## config.mk

```make
export PLATFORM = sky130hd
export DESIGN_NAME = byte_word_framer
export DESIGN_NICKNAME = d
export VERILOG_FILES = /design/src/rtl/byte_word_framer_pkg.sv /design/src/rtl/bwf_rx_pack.sv /design/src/rtl/bwf_tx_split.sv /design/src/rtl/byte_word_framer.sv
export SDC_FILE = /design/constraint.sdc
export NUM_CORES = 1
export LEC_CHECK = 0
export ABC_AREA = 1
export ABC_CLOCK_PERIOD_IN_PS = 1330
export BUFFER_PORTS_ARGS = -buffer_cell sky130_fd_sc_hd__buf_4
export CORE_MARGIN = 10
export CORE_UTILIZATION = 30
export CTS_BUF_LIST = sky130_fd_sc_hd__clkbuf_16
export CTS_CLUSTER_DIAMETER = 100
export DETAILED_ROUTE_END_ITERATION = 16
export HOLD_SLACK_MARGIN = 0.1
export PLACE_DENSITY = 0.54
export RECOVER_POWER = 50
export SYNTH_ARGS = -nofsm -noshare
export SYNTH_HDL_FRONTEND = slang
export SYNTH_HIERARCHICAL = 1
export SYNTH_SLANG_ARGS = --single-unit
```

## constraint.sdc

```tcl
create_clock -name clk_i -period 1.33 [get_ports clk_i]
set_input_delay 0.133 -clock clk_i [delete_from_list [all_inputs] [get_ports clk_i]]
set_output_delay 0.133 -clock clk_i [all_outputs]
set_load 0.05 [all_outputs]
```

## src/rtl/byte_word_framer_pkg.sv

```systemverilog
package byte_word_framer_pkg;
  localparam int unsigned BYTE_W = 8;
  localparam int unsigned WORD_W = 2 * BYTE_W;
  typedef enum logic [1:0] {TX_IDLE = 2'd0, TX_LO = 2'd1, TX_HI = 2'd2} tx_state_e;
endpackage

```

## src/rtl/bwf_rx_pack.sv

```systemverilog
module bwf_rx_pack
  import byte_word_framer_pkg::*;
(
  input  logic              clk_i,
  input  logic              rst_ni,
  input  logic              resync_i,
  input  logic [BYTE_W-1:0] byte_i,
  input  logic              byte_valid_i,
  output logic [WORD_W-1:0] word_o,
  output logic              word_valid_o
);
  logic              phase_q;  // 1: low byte held
  logic [BYTE_W-1:0] lo_q;

  always_ff @(posedge clk_i or negedge rst_ni) begin
    if (!rst_ni) begin
      phase_q      <= 1'b0;
      lo_q         <= '0;
      word_o       <= '0;
      word_valid_o <= 1'b0;
    end else begin
      word_valid_o <= 1'b0;
      if (byte_valid_i) begin
        if (phase_q && !resync_i) begin
          word_o       <= {byte_i, lo_q};
          word_valid_o <= 1'b1;
          phase_q      <= 1'b0;
        end else begin
          lo_q    <= byte_i;
          phase_q <= 1'b1;
        end
      end else if (resync_i) begin
        phase_q <= 1'b0;
      end
    end
  end

  assert_pulse_one_cycle_R3: assert property (@(posedge clk_i) disable iff (!rst_ni)
    word_valid_o |=> !word_valid_o || $past(byte_valid_i));
  assert_word_needs_byte_R4: assert property (@(posedge clk_i) disable iff (!rst_ni)
    $rose(word_valid_o) |-> $past(byte_valid_i));
  assert_resync_clears_R5: assert property (@(posedge clk_i) disable iff (!rst_ni)
    resync_i |=> !word_valid_o);
endmodule

```

## src/rtl/bwf_tx_split.sv

```systemverilog
module bwf_tx_split
  import byte_word_framer_pkg::*;
(
  input  logic              clk_i,
  input  logic              rst_ni,
  input  logic [WORD_W-1:0] word_i,
  input  logic              word_valid_i,
  output logic              word_ready_o,
  output logic [BYTE_W-1:0] byte_o,
  output logic              byte_valid_o,
  input  logic              byte_ready_i
);
  tx_state_e         st_q;
  logic [WORD_W-1:0] buf_q;

  assign word_ready_o = (st_q == TX_IDLE);
  assign byte_valid_o = (st_q != TX_IDLE);
  assign byte_o       = (st_q == TX_HI) ? buf_q[WORD_W-1:BYTE_W] : buf_q[BYTE_W-1:0];

  always_ff @(posedge clk_i or negedge rst_ni) begin
    if (!rst_ni) begin
      st_q  <= TX_IDLE;
      buf_q <= '0;
    end else begin
      unique case (st_q)
        TX_IDLE: if (word_valid_i) begin
          buf_q <= word_i;
          st_q  <= TX_LO;
        end
        TX_LO: if (byte_ready_i) st_q <= TX_HI;
        TX_HI: if (byte_ready_i) st_q <= TX_IDLE;
        default: st_q <= TX_IDLE;
      endcase
    end
  end

  assert_hold_stable_R8: assert property (@(posedge clk_i) disable iff (!rst_ni)
    byte_valid_o && !byte_ready_i |=> byte_valid_o && $stable(byte_o));
  assert_no_accept_busy_R7: assert property (@(posedge clk_i) disable iff (!rst_ni)
    word_valid_i && word_ready_o |=> !word_ready_o && byte_valid_o);
  assert_excl_R7: assert property (@(posedge clk_i) disable iff (!rst_ni)
    !(word_ready_o && byte_valid_o));
  assert_lo_then_hi_R6: assert property (@(posedge clk_i) disable iff (!rst_ni)
    byte_valid_o && byte_ready_i && $past(word_valid_i && word_ready_o) |=> byte_valid_o);
endmodule

```

## src/rtl/byte_word_framer.sv

```systemverilog
module byte_word_framer
  import byte_word_framer_pkg::*;
(
  input  logic              clk_i,
  input  logic              rst_ni,
  input  logic              resync_i,
  input  logic [BYTE_W-1:0] rx_byte_i,
  input  logic              rx_byte_valid_i,
  output logic [WORD_W-1:0] rx_word_o,
  output logic              rx_word_valid_o,
  input  logic [WORD_W-1:0] tx_word_i,
  input  logic              tx_word_valid_i,
  output logic              tx_word_ready_o,
  output logic [BYTE_W-1:0] tx_byte_o,
  output logic              tx_byte_valid_o,
  input  logic              tx_byte_ready_i
);
  bwf_rx_pack u_rx (
    .clk_i, .rst_ni, .resync_i,
    .byte_i(rx_byte_i), .byte_valid_i(rx_byte_valid_i),
    .word_o(rx_word_o), .word_valid_o(rx_word_valid_o)
  );

  bwf_tx_split u_tx (
    .clk_i, .rst_ni,
    .word_i(tx_word_i), .word_valid_i(tx_word_valid_i), .word_ready_o(tx_word_ready_o),
    .byte_o(tx_byte_o), .byte_valid_o(tx_byte_valid_o), .byte_ready_i(tx_byte_ready_i)
  );

  assert_reset_idle_R1: assert property (@(posedge clk_i) disable iff (!rst_ni)
    $rose(rst_ni) |-> tx_word_ready_o && !tx_byte_valid_o);
endmodule

```

==> impl_metrics.csv <==
group,metric,value,unit
clocking,cts.sinks,44,
finish,layout_common_cells,"92 x nand2_1, 48 x buf_4, 43 x dfrtp_1",
placed_design,placement.io_buffers,56,
sta,fin_skew,0.00329,ns
synthesis,synth_fa_ha_area_share,0,%
status,violations,"setup timing",
clocking,clkTransAtPathRegs,0.06,ns
finish,nNetsFinal,333,
synthesis,yosysTopAreaCellShare,57.1,%
worst_hold_path,whs_path_depth,4,
synthesis,synth_xor_area_share,0,%
worst_setup_path,critPathMaxStageDelay,0.47,ns
worst_setup_path,crit_slowest_cell,"dfrtp_2",
synthesis,syn_inst,218,
drt,ant_nets,0,
finish,layout-drive-gt1-share,32.6,%
grt,grt.total_usage,11.3,%
worst_setup_path,crit_top_cell,"buf_6",
drt,wire_per_inst,14.6,um
drt,drc,0,
grt,grt_max_degree,45,
synthesis,post_synth.cell_area_avg,8.84,um^2
floorplanning,io_pins,57,
drt,vias,1796,
sta,fin_crit_sh,103,%
placed_design,gp_congestion,0.812,
clocking,insertion_delay,0.28,ns
clocking,cts_tree,"done",
drt,vias_per_cell,4.71,
sta,min_period,1.37,ns
synthesis,synth_top_family_by_area,"simple AND/OR/NAND/NOR gates",
sta,finalWorstSetupSlack,-0.0368,ns
grt,antenna_found_initial,0,
sta,rsz0062_at_grt,"yes",
synthesis,synth_area_leader_cell,"dfrtp_1",
synthesis,ys.warnings.count,6,
synthesis,synth.distinct_cells,17,
pwr,cellPowerDensity,2320,nW/um^2
drt,first_pass_iters,4,
worst_setup_path,rr_startpoint,"u_tx/st_q[0]$_DFFE_PN0P_",
sta,setup_viol,9,
synthesis,synth_compound_area_share,0.519,%
worst_setup_path,r2r_end,"u_tx/buf_q[11]$_DFFE_PN0P_",
sta,relSlewSlack,59.4,%
synthesis,synth.area.mux_share,0,%
floorplanning,die_h,100,um
clocking,htree_levels,2,
pwr,power.total,6870,uW
worst_setup_path,path_cells,"buf_6, nand3_1, nand2_1, buf_6",
worst_setup_path,worst-setup-path-type,"register to primary output",
sta,fmax,732,MHz
run,max_cap_viol_count,0,
floorplanning,die-width,100,um
worst_setup_path,startpoint_type,"register",
floorplanning,initial_core_util,30.5,%
worst_hold_path,hold_class,"input pin to register",
worst_hold_path,holdPathEnd,"u_rx/phase_q$_DFFE_PN0P_",
drt,wl,5580,um
placed_design,placed_cells,344,
floorplanning,std_cell_rows,29,
placed_design,dp_hpwl,3670,um
finish,synthToLayoutAreaGrowth,53.5,%
placed_design,dp_slack,0.109,ns
finish,final_cells,381,
finish,antenna_cells,0,
worst_hold_path,hp-start,"resync_i",
worst_setup_path,r2r_slack,0.05,ns
worst_setup_path,worst_ep_required_time,1.20,ns
synthesis,synthesis.nets,248,
sta,hold_violations,0,
synthesis,synth.yosys.seq_area_share,57.1,%
worst_setup_path,path_max_fanout,5,
synthesis,syn-cell-area,1930,um^2
clocking,cts_buffers,5,
floorplanning,coreArea,6310,um^2
pwr,leakagePower,0.00154,uW
status,status,"complete, but fails checks",
worst_setup_path,end_kind,"primary output",
sta,final_max_slew_viol_count,0,
clocking,cts_root_buffer,"clkbuf_16",
grt,grt-ovfl-total,0,
floorplanning,fp.dieArea,10000,um^2
grt,grt_pass1_wl,9400,um
sta,worst_slew_pin_slew,0.609,ns
grt,grt_pass1_vias,1863,
synthesis,synthTopCellsByArea,"dfrtp_1 57%, nand2_1 19%, nand3_1 8.6%, nand4_1 5.2%, buf_6 1.8%",
clocking,clk_path_buf_depth,2,
pwr,peakVddDrop,2.14,mV
finish,final_common_cell,"nand2_1",
synthesis,ys_ff_latch,44,
worst_setup_path,r2r_cells,6,
synthesis,synthSimpleGateAreaFrac,36.5,%
drt,drt_iter0_drc,48,
worst_setup_path,worst_ep_arrival_time,1.23,ns
[power breakdown]
part | leakage [uW] | switching [uW] | total [uW] | internal (uW)
Combinational | 0.000913 | 2180 | 3440 | 1250
Sequential | 0.000547 | 309 | 2060 | 1750
Clock | 0.0000798 | 497 | 1380 | 882
[metal layers]
metal / global-route usage (%) / routed length (um) / vias to the layer above
li1: - / - / 884
met3: 3.85 / 337 / 2
met2: 17.6 / 2690 / 50
met4: 2.28 / 14 / 0
met5: 0 / 0 / -
met1: 14.9 / 2540 / 860
[cells in the mapped netlist (all sizes together)]
master / instances
nor2: 2
nand4: 16
dfrtp: 44
o21ai: 2
nand3: 34
nand2: 103
clkbuf: 1
buf: 11
inv: 5
[what timing repair did]
item / CTS / global route
pin swaps: 8 / 5
hold endpoints to repair: 66 / 0
resized for setup: 22 / 17
endpoints found under the setup margin: 10 / 10
buffers inserted: 6 / 0
hold buffers: 22 / 0
gates cloned: 0 / 1
[per-stage QoR]
| step | cell area [um^2] | utilization [%] | setup TNS, ns | hold slack, ns |
|---|---|---|---|---|
| 6_report | 2960 | 46.9 | -0.151 | 0.111 |
| 3_5_place_dp | 2390 | 37.9 | 0 | 0.172 |
| 3_3_place_gp | 2390 | 37.9 | 0 | 0.173 |
| 2_1_floorplan | 1930 | - | 0 | -0.163 |
| 4_1_cts | 2900 | 46.0 | -0.00414 | 0.100 |
| 5_1_grt | 2960 | 46.9 | -0.761 | 0.124 |
[cell families after synthesis]
logic type / after synthesis
AOI/OAI and AO/OA: 2
buffers and inverters: 17
DFF: 44
and+or+nand+nor: 155
[worst max path at each step]
stage	startpoint	to	slack, ns
final	u_tx/st_q[1]$_DFFE_PN0P_	tx_byte_o[7]	-0.04
after global placement	u_tx/st_q[1]$_DFFE_PN0P_	tx_byte_o[4]	0.16
after detailed placement	u_tx/st_q[1]$_DFFE_PN0P_	tx_byte_o[5]	0.11
after CTS	u_tx/st_q[0]$_DFFE_PN0P_	tx_byte_o[2]	-0.003
after global routing	u_tx/st_q[1]$_DFFE_PN0P_	tx_byte_o[7]	-0.09
after floorplan	u_tx/st_q[0]$_DFFE_PN0P_	tx_byte_valid_o	0.04
[critical path: cells and delay by family (launching register included)]
kind                   cells  cell delay, ns
DFF                        1            0.47
and+or+nand+nor            2            0.18
buffers and inverters      2            0.31
[flip-flops by register name (all words and copies together) (netlist names)]
name	count
u_tx/buf_q	16
u_rx/lo_q	8
u_rx/word_o	16
u_rx/word_valid_o	1
u_tx/st_q	2
u_rx/phase_q	1
[cell type report]
cell class | count | area (um^2)
Fill cell | 615 | 3350
Sequential cell | 44 | 1100
Multi-Input combinational cell | 158 | 787
Timing Repair Buffer | 89 | 782
Clock buffer | 5 | 125
Tap cell | 77 | 96.3
Clock inverter | 3 | 42.5
Inverter | 5 | 23.8
(Power assumes the default switching activity.)
